[src/rtl/ibr_pkg.sv]
package ibr_pkg;
  localparam int HOST_DW = 64;
  localparam int DN_DW   = 32;

  localparam logic [7:0] OFS_PARAM = 8'h08;
  localparam logic [7:0] OFS_CMD   = 8'h10;
  localparam logic [7:0] OFS_RDATA = 8'h18;
  localparam logic [7:0] OFS_WDATA = 8'h20;

  localparam int CMD_WR_BIT = 8;
  localparam int CMD_RD_BIT = 9;

  typedef enum logic [1:0] {
    SEQ_IDLE = 2'd0,
    SEQ_REQ  = 2'd1,
    SEQ_WAIT = 2'd2
  } seq_state_e;

  typedef struct packed {
    logic wr;
    logic rd;
  } cmd_flags_t;
endpackage

[src/rtl/ibr_rst_sync.sv]
module ibr_rst_sync (
  input  logic clk,
  input  logic rst_n_in,
  output logic rst_n_out
);
  logic stage1_q;
  logic stage2_q;

  always_ff @(posedge clk or negedge rst_n_in) begin
    if (!rst_n_in) begin
      stage1_q <= 1'b0;
      stage2_q <= 1'b0;
    end else begin
      stage1_q <= 1'b1;
      stage2_q <= stage1_q;
    end
  end

  assign rst_n_out = stage2_q;
endmodule

[src/rtl/ibr_param_word.sv]
module ibr_param_word #(
  parameter int          LSB_FIRST = 0,
  parameter int          DATA_W    = 32,
  parameter int          NUM_CS    = 1,
  parameter int          CPOL      = 0,
  parameter int          CPHA      = 0,
  parameter logic [9:0]  SCLK_FLD  = 10'd0,
  parameter logic [15:0] PERIPH_ID = 16'd0
) (
  output logic [63:0] word
);
  localparam logic [5:0] DW_F  = 6'(DATA_W);
  localparam logic [5:0] CS_F  = 6'(NUM_CS);
  localparam logic       LSB_F = (LSB_FIRST != 0);
  localparam logic       POL_F = (CPOL != 0);
  localparam logic       PHA_F = (CPHA != 0);

  // field order is fixed by the software that decodes this word
  assign word = {16'd0, PERIPH_ID, SCLK_FLD, 6'd0, PHA_F, POL_F,
                 CS_F, DW_F, LSB_F, 1'b0};
endmodule

[src/rtl/ibr_host_regs.sv]
module ibr_host_regs
  import ibr_pkg::*;
#(
  parameter int HOST_AW = 6,
  parameter int WADDR_W = 8
) (
  input  logic                 clk,
  input  logic                 rst_n,
  input  logic [HOST_AW-1:0]   host_addr,
  input  logic                 host_wr,
  input  logic [HOST_DW-1:0]   host_wdata,
  output logic [HOST_DW-1:0]   host_rdata,
  input  logic                 busy_wr,
  input  logic                 busy_rd,
  input  logic [DN_DW-1:0]     rd_data,
  input  logic [63:0]          param_word,
  output logic [WADDR_W-1:0]   cmd_addr,
  output logic [DN_DW-1:0]     wr_data,
  output cmd_flags_t           start
);
  localparam logic [HOST_AW-1:0] A_PARAM = HOST_AW'(OFS_PARAM);
  localparam logic [HOST_AW-1:0] A_CMD   = HOST_AW'(OFS_CMD);
  localparam logic [HOST_AW-1:0] A_RDATA = HOST_AW'(OFS_RDATA);
  localparam logic [HOST_AW-1:0] A_WDATA = HOST_AW'(OFS_WDATA);

  logic                hit_cmd;
  logic                hit_wdata;
  logic                accept;
  logic                addr_en;
  logic                wdat_en;
  logic [WADDR_W-1:0]  addr_d, addr_q;
  logic [DN_DW-1:0]    wdat_d, wdat_q;
  logic                unused_wdata_hi;

  assign unused_wdata_hi = |host_wdata[HOST_DW-1:DN_DW];

  always_comb begin
    hit_cmd   = host_wr && (host_addr == A_CMD);
    hit_wdata = host_wr && (host_addr == A_WDATA);
    accept    = hit_cmd && !busy_wr && !busy_rd;
    start.wr  = accept && host_wdata[CMD_WR_BIT];
    start.rd  = accept && host_wdata[CMD_RD_BIT] && !host_wdata[CMD_WR_BIT];
    addr_en   = accept;
    addr_d    = host_wdata[WADDR_W-1:0];
    wdat_en   = hit_wdata;
    wdat_d    = host_wdata[DN_DW-1:0];
  end

  always_ff @(posedge clk or negedge rst_n) begin
    if (!rst_n) begin
      addr_q <= '0;
    end else if (addr_en) begin
      addr_q <= addr_d;
    end
  end

  always_ff @(posedge clk or negedge rst_n) begin
    if (!rst_n) begin
      wdat_q <= '0;
    end else if (wdat_en) begin
      wdat_q <= wdat_d;
    end
  end

  always_comb begin
    host_rdata = '0;
    unique case (host_addr)
      A_PARAM: host_rdata = param_word;
      A_CMD: begin
        host_rdata[WADDR_W-1:0] = addr_q;
        host_rdata[CMD_WR_BIT]  = busy_wr;
        host_rdata[CMD_RD_BIT]  = busy_rd;
      end
      A_RDATA: host_rdata[DN_DW-1:0] = rd_data;
      A_WDATA: host_rdata[DN_DW-1:0] = wdat_q;
      default: host_rdata = '0;
    endcase
  end

  assign cmd_addr = addr_q;
  assign wr_data  = wdat_q;
endmodule

[src/rtl/ibr_cmd_seq.sv]
module ibr_cmd_seq
  import ibr_pkg::*;
(
  input  logic              clk,
  input  logic              rst_n,
  input  cmd_flags_t        start,
  input  logic              dn_ack,
  input  logic [DN_DW-1:0]  dn_rdata,
  output logic              busy_wr,
  output logic              busy_rd,
  output logic [DN_DW-1:0]  rd_data,
  output logic              dn_req,
  output logic              dn_we
);
  seq_state_e        state_d, state_q;
  logic              bw_d, bw_q;
  logic              br_d, br_q;
  logic              cap_en;
  logic [DN_DW-1:0]  rd_q;

  always_comb begin
    state_d = state_q;
    bw_d    = bw_q;
    br_d    = br_q;
    unique case (state_q)
      SEQ_IDLE: begin
        if (start.wr) begin
          bw_d    = 1'b1;
          state_d = SEQ_REQ;
        end else if (start.rd) begin
          br_d    = 1'b1;
          state_d = SEQ_REQ;
        end
      end
      SEQ_REQ: begin
        if (dn_ack) begin
          bw_d    = 1'b0;
          br_d    = 1'b0;
          state_d = SEQ_IDLE;
        end else begin
          state_d = SEQ_WAIT;
        end
      end
      SEQ_WAIT: begin
        if (dn_ack) begin
          bw_d    = 1'b0;
          br_d    = 1'b0;
          state_d = SEQ_IDLE;
        end
      end
      default: state_d = SEQ_IDLE;
    endcase
    cap_en = br_q && dn_ack && (state_q != SEQ_IDLE);
  end

  always_ff @(posedge clk or negedge rst_n) begin
    if (!rst_n) begin
      state_q <= SEQ_IDLE;
      bw_q    <= 1'b0;
      br_q    <= 1'b0;
    end else begin
      state_q <= state_d;
      bw_q    <= bw_d;
      br_q    <= br_d;
    end
  end

  always_ff @(posedge clk or negedge rst_n) begin
    if (!rst_n) begin
      rd_q <= '0;
    end else if (cap_en) begin
      rd_q <= dn_rdata;
    end
  end

  assign busy_wr = bw_q;
  assign busy_rd = br_q;
  assign rd_data = rd_q;
  assign dn_req  = (state_q == SEQ_REQ);
  assign dn_we   = bw_q;
endmodule

[src/rtl/ibr_bridge.sv]
module ibr_bridge
  import ibr_pkg::*;
#(
  parameter int          HOST_AW   = 6,
  parameter int          WADDR_W   = 8,
  parameter int          LSB_FIRST = 0,
  parameter int          DATA_W    = 32,
  parameter int          NUM_CS    = 1,
  parameter int          CPOL      = 0,
  parameter int          CPHA      = 0,
  parameter logic [9:0]  SCLK_FLD  = 10'd0,
  parameter logic [15:0] PERIPH_ID = 16'd0
) (
  input  logic                clk,
  input  logic                rst_n,
  input  logic [HOST_AW-1:0]  host_addr,
  input  logic                host_wr,
  input  logic [63:0]         host_wdata,
  output logic [63:0]         host_rdata,
  output logic                dn_req,
  output logic                dn_we,
  output logic [WADDR_W-1:0]  dn_addr,
  output logic [31:0]         dn_wdata,
  input  logic                dn_ack,
  input  logic [31:0]         dn_rdata
);
  logic               rst_sync_n;
  logic               busy_wr;
  logic               busy_rd;
  logic [DN_DW-1:0]   rd_data;
  logic [63:0]        param_word;
  logic [WADDR_W-1:0] cmd_addr;
  logic [DN_DW-1:0]   wr_data;
  cmd_flags_t         start;

  ibr_rst_sync u_rst (
    .clk       (clk),
    .rst_n_in  (rst_n),
    .rst_n_out (rst_sync_n)
  );

  ibr_param_word #(
    .LSB_FIRST (LSB_FIRST),
    .DATA_W    (DATA_W),
    .NUM_CS    (NUM_CS),
    .CPOL      (CPOL),
    .CPHA      (CPHA),
    .SCLK_FLD  (SCLK_FLD),
    .PERIPH_ID (PERIPH_ID)
  ) u_param (
    .word (param_word)
  );

  ibr_host_regs #(
    .HOST_AW (HOST_AW),
    .WADDR_W (WADDR_W)
  ) u_regs (
    .clk        (clk),
    .rst_n      (rst_sync_n),
    .host_addr  (host_addr),
    .host_wr    (host_wr),
    .host_wdata (host_wdata),
    .host_rdata (host_rdata),
    .busy_wr    (busy_wr),
    .busy_rd    (busy_rd),
    .rd_data    (rd_data),
    .param_word (param_word),
    .cmd_addr   (cmd_addr),
    .wr_data    (wr_data),
    .start      (start)
  );

  ibr_cmd_seq u_seq (
    .clk      (clk),
    .rst_n    (rst_sync_n),
    .start    (start),
    .dn_ack   (dn_ack),
    .dn_rdata (dn_rdata),
    .busy_wr  (busy_wr),
    .busy_rd  (busy_rd),
    .rd_data  (rd_data),
    .dn_req   (dn_req),
    .dn_we    (dn_we)
  );

  assign dn_addr  = cmd_addr;
  assign dn_wdata = wr_data;
endmodule

[config.mk]
export PLATFORM = sky130hd
export DESIGN_NAME = ibr_bridge
export DESIGN_NICKNAME = d
export VERILOG_FILES = /design/src/rtl/ibr_pkg.sv /design/src/rtl/ibr_rst_sync.sv /design/src/rtl/ibr_param_word.sv /design/src/rtl/ibr_host_regs.sv /design/src/rtl/ibr_cmd_seq.sv /design/src/rtl/ibr_bridge.sv
export SDC_FILE = /design/constraint.sdc
export NUM_CORES = 1
export LEC_CHECK = 0
export BUFFER_PORTS_ARGS = -buffer_cell sky130_fd_sc_hd__buf_2
export CORE_MARGIN = 2
export CORE_UTILIZATION = 48
export CTS_CLUSTER_SIZE = 30
export DETAILED_ROUTE_END_ITERATION = 8
export PLACE_DENSITY = 0.83
export REMOVE_ABC_BUFFERS = 1
export SLEW_MARGIN = 15
export SYNTH_ARGS = -nofsm -noshare
export SYNTH_HDL_FRONTEND = slang
export SYNTH_HIERARCHICAL = 1
export SYNTH_SLANG_ARGS = --single-unit
[constraint.sdc]
create_clock -name clk -period 3.35 [get_ports clk]
set_input_delay 0.335 -clock clk [delete_from_list [all_inputs] [get_ports clk]]
set_output_delay 0.335 -clock clk [all_outputs]
set_load 0.05 [all_outputs]
==> qor.yml <==
placed_design:
  portBuffers: 147
  place_ws_ns: 1.07
  dpl.hpwl_mm: 7.44
  gp_congestion: 0.796
timing:
  fin_crit_sh_pct: 67.3
  fmax_ghz: 0.444
  fin_crit_ns: 2.25
  setup_violations: 0
  max_slew_margin_pct: 34.4
  hold_violations: 0
  rsz0062_at_grt: "no"
  fin_worst_skew_ns: 0.0126
  worst_pin_slew_ns: 0.984
  setup_tns_ns: 0
  slew_viol_final: 0
  fin_ws_ns: 1.10
global_route:
  grt_max_degree: 77
  grt_pass1_wl_mm: 16.6
  grt_usage_pct: 20.6
  antenna_found_initial: 0
  grt_overflow: 0
  first_global_vias: 3435
critical_path:
  cp-endpoint: "host_rdata[15]"
  setup.worst_path.start_class: "primary input"
  worst-path-max-fanout: 23
  critPathKind: "in -> out"
  end_kind: "output pin"
  r2r-end: "u_seq/rd_data[25]"
  regToRegStartpoint: "u_seq/state_q[0]"
  reg2regPathDepth: 5
  worst_ep_required_time_ns: 3.01
  worstSetupStartpoint: "host_addr[5]"
  reg2reg_slack_ns: 1.32
  worst_ep_arrival_time_ns: 1.92
synthesis:
  synth_mux_area_share_pct: 20.1
  synthSimpleGateAreaFrac_pct: 14.1
  synth_edf_count: 0
  synth_flop_cell: "dfrtp_1"
  yosysWarnings: 6
  syn_inst: 405
  avgSynthCellArea_sq_um: 11.5
  synthXorXnorAreaFrac_pct: 0
  synth.yosys.seq_area_share_pct: 42.0
  ys_types: 35
  synthArstFlopShare_pct: 100
  synth-adder-area-share_pct: 1.35
  syn_area_sq_um: 4650
  ys_ff_latch: 78
  synth-compound-area-share_pct: 7.70
  synth_top_family_by_area: "multiplexers"
final_layout:
  drive_gt1_share_pct: 44.4
  regArea_sq_um: 1960
  final_cell_mix: "buf_2 (147), dfrtp_1 (77), conb_1 (65)"
  area_growth_pct: 17.3
  final_common_cell: "buf_2"
  nets: 658
  fillerInstances: 820
  diodes: 0
  multi_input_area_sq_um: 2260
power:
  irDropWorstVdd_uv: 227
  p_int_mw: 1.47
  swShare_pct: 31.9
  p_leak_nw: 3.13
  switching_power_mw: 0.689
  power_density_nw_per_um2: 397
  power.share.clock_pct: 32.6
  power_frac_comb_pct: 18.8
  power_frac_seq_pct: 48.6
cts:
  cts_resized: 0
  root_buffer: "clkbuf_8"
  htree_levels: 3
  cts_buffer_depth: 2
  cts_buffers: 9
  clk_pin_slew_worst_paths_ns: 0.08
  clock_latency_ns: 0.35
  clock-sinks: 78
  cts_tree: "built"
floorplan:
  initial_core_util_pct: 49.8
  dieArea_sq_um: 10500
  pin_count: 212
  core_sq_um: 9330
  die_y_um: 102
  rows: 35
  die_w_um: 102
job:
  drv_cap: 0
drt:
  initialDrtViolationCount: 84
  via_count: 3411
  viasPerCell: 5.01
  wl_mm: 10.6
  drc: 0
  final_antenna_net_count: 0
  firstDrtPassIters: 4
  wire_per_inst_um: 15.6
hold_path:
  hold_depth: 2
  hold_path_class: "in -> reg"
outcome:
  status: "completed"
## cell usage after synthesis, types with 2 or more instances
cell / number / area, sq um
a221o_1: 22 / 220
and2_1: 32 / 200
and3_1: 22 / 138
buf_2: 11 / 55.1
buf_4: 66 / 495
buf_6: 3 / 33.8
clkbuf_1: 9 / 33.8
conb_1: 3 / 11.3
dfrtp_1: 78 / 1950
ha_1: 5 / 62.6
inv_1: 15 / 56.3
mux2_1: 8 / 90.1
mux2_2: 35 / 394
mux2_4: 30 / 450
nand2b_1: 2 / 12.5
nand3_1: 31 / 155
nor2_1: 4 / 15.0
nor2b_1: 2 / 12.5
o2111ai_1: 10 / 87.6
o21ai_0: 2 / 10.0
## power by group through the flow
stage               Clock, mW  Sequential, mW  Combinational (mW)
floorplan                   0            1.24              0.0950
global placement            0            1.07               0.400
detailed placement          0            1.07               0.407
CTS                     0.728            1.05               0.409
global route            0.774            1.06               0.432
finish                  0.704            1.05               0.408
## what timing repair did
action	4_1_cts	5_1_grt
endpoints found under the hold margin	2	0
endpoints found under the setup margin	0	0
hold buffers	1	0
buffers inserted	0	0
## cell type report
cell class / instances / share of cell area (%)
Timing Repair Buffer: 158 / 15.0
Clock buffer: 11 / 2.59
Sequential cell: 78 / 35.8
Tap cell: 129 / 2.96
Multi-Input combinational cell: 285 / 41.4
Inverter: 15 / 1.03
Clock inverter: 5 / 1.08
## worst min-delay path by stage
stage / start / endpoint / slack, ns
detailed placement: rst_n / u_rst/stage1_q / 0.12
global route: host_wdata[18] / u_regs/wr_data[18] / 0.19
CTS: host_wdata[31] / u_regs/wr_data[31] / 0.18
global placement: rst_n / u_rst/stage1_q / 0.12
floorplan: rst_n / u_rst/rst_n_out / 0.04
finish: host_wdata[31] / u_regs/wr_data[31] / 0.20
## sequential cells by signal (all words and copies together), names as in the netlist
signal           cells
u_rst/stage1_q       1
u_seq/state_q        2
u_seq/rd_data       32
u_regs/cmd_addr      8
u_regs/wr_data      32
u_seq/busy_rd        1
u_seq/busy_wr        1
u_rst/rst_n_out      1
## worst max-delay path: stages
cell	delay, ns
buf_2	0.13
nor4b_4	0.26
buf_4	0.30
buf_4	0.32
and3_1	0.20
a221o_1	0.11
buf_2	0.26
## per-stage QoR
step                      hold slack, ns  instances  area, sq um  power [mW]  utilization [%]
after floorplan                   0.0394        378         4260        1.34                -
after global placement             0.120        664         5250        1.47             56.2
after detailed placement           0.123        664         5250        1.48             56.2
after CTS                          0.185        681         5460        2.19             58.5
after global routing               0.187        681         5460        2.27             58.5
final                              0.202        681         5460        2.16             58.5
## cell families (layout without fill, tap and decap cells)
logic type	after synthesis	count (layout)
fa+ha+maj	5	5
simple gates	103	103
other cells	3	65
flops	78	78
mux	73	73
compound gates	39	39
buf+inv	104	189
## metal layers
metal / global-route usage [%] / part of all wire (%) / vias to the layer above / wire, um
met5: 0 / 0 / - / 0
met1: 24.8 / 41 / 1657 / 4380
met3: 5.61 / 7.8 / 12 / 834
met2: 35.6 / 50 / 153 / 5290
li1: - / - / 1589 / -
met4: 7.08 / 1.2 / 0 / 132
No activity file was read; power rests on OpenSTA's default activity.
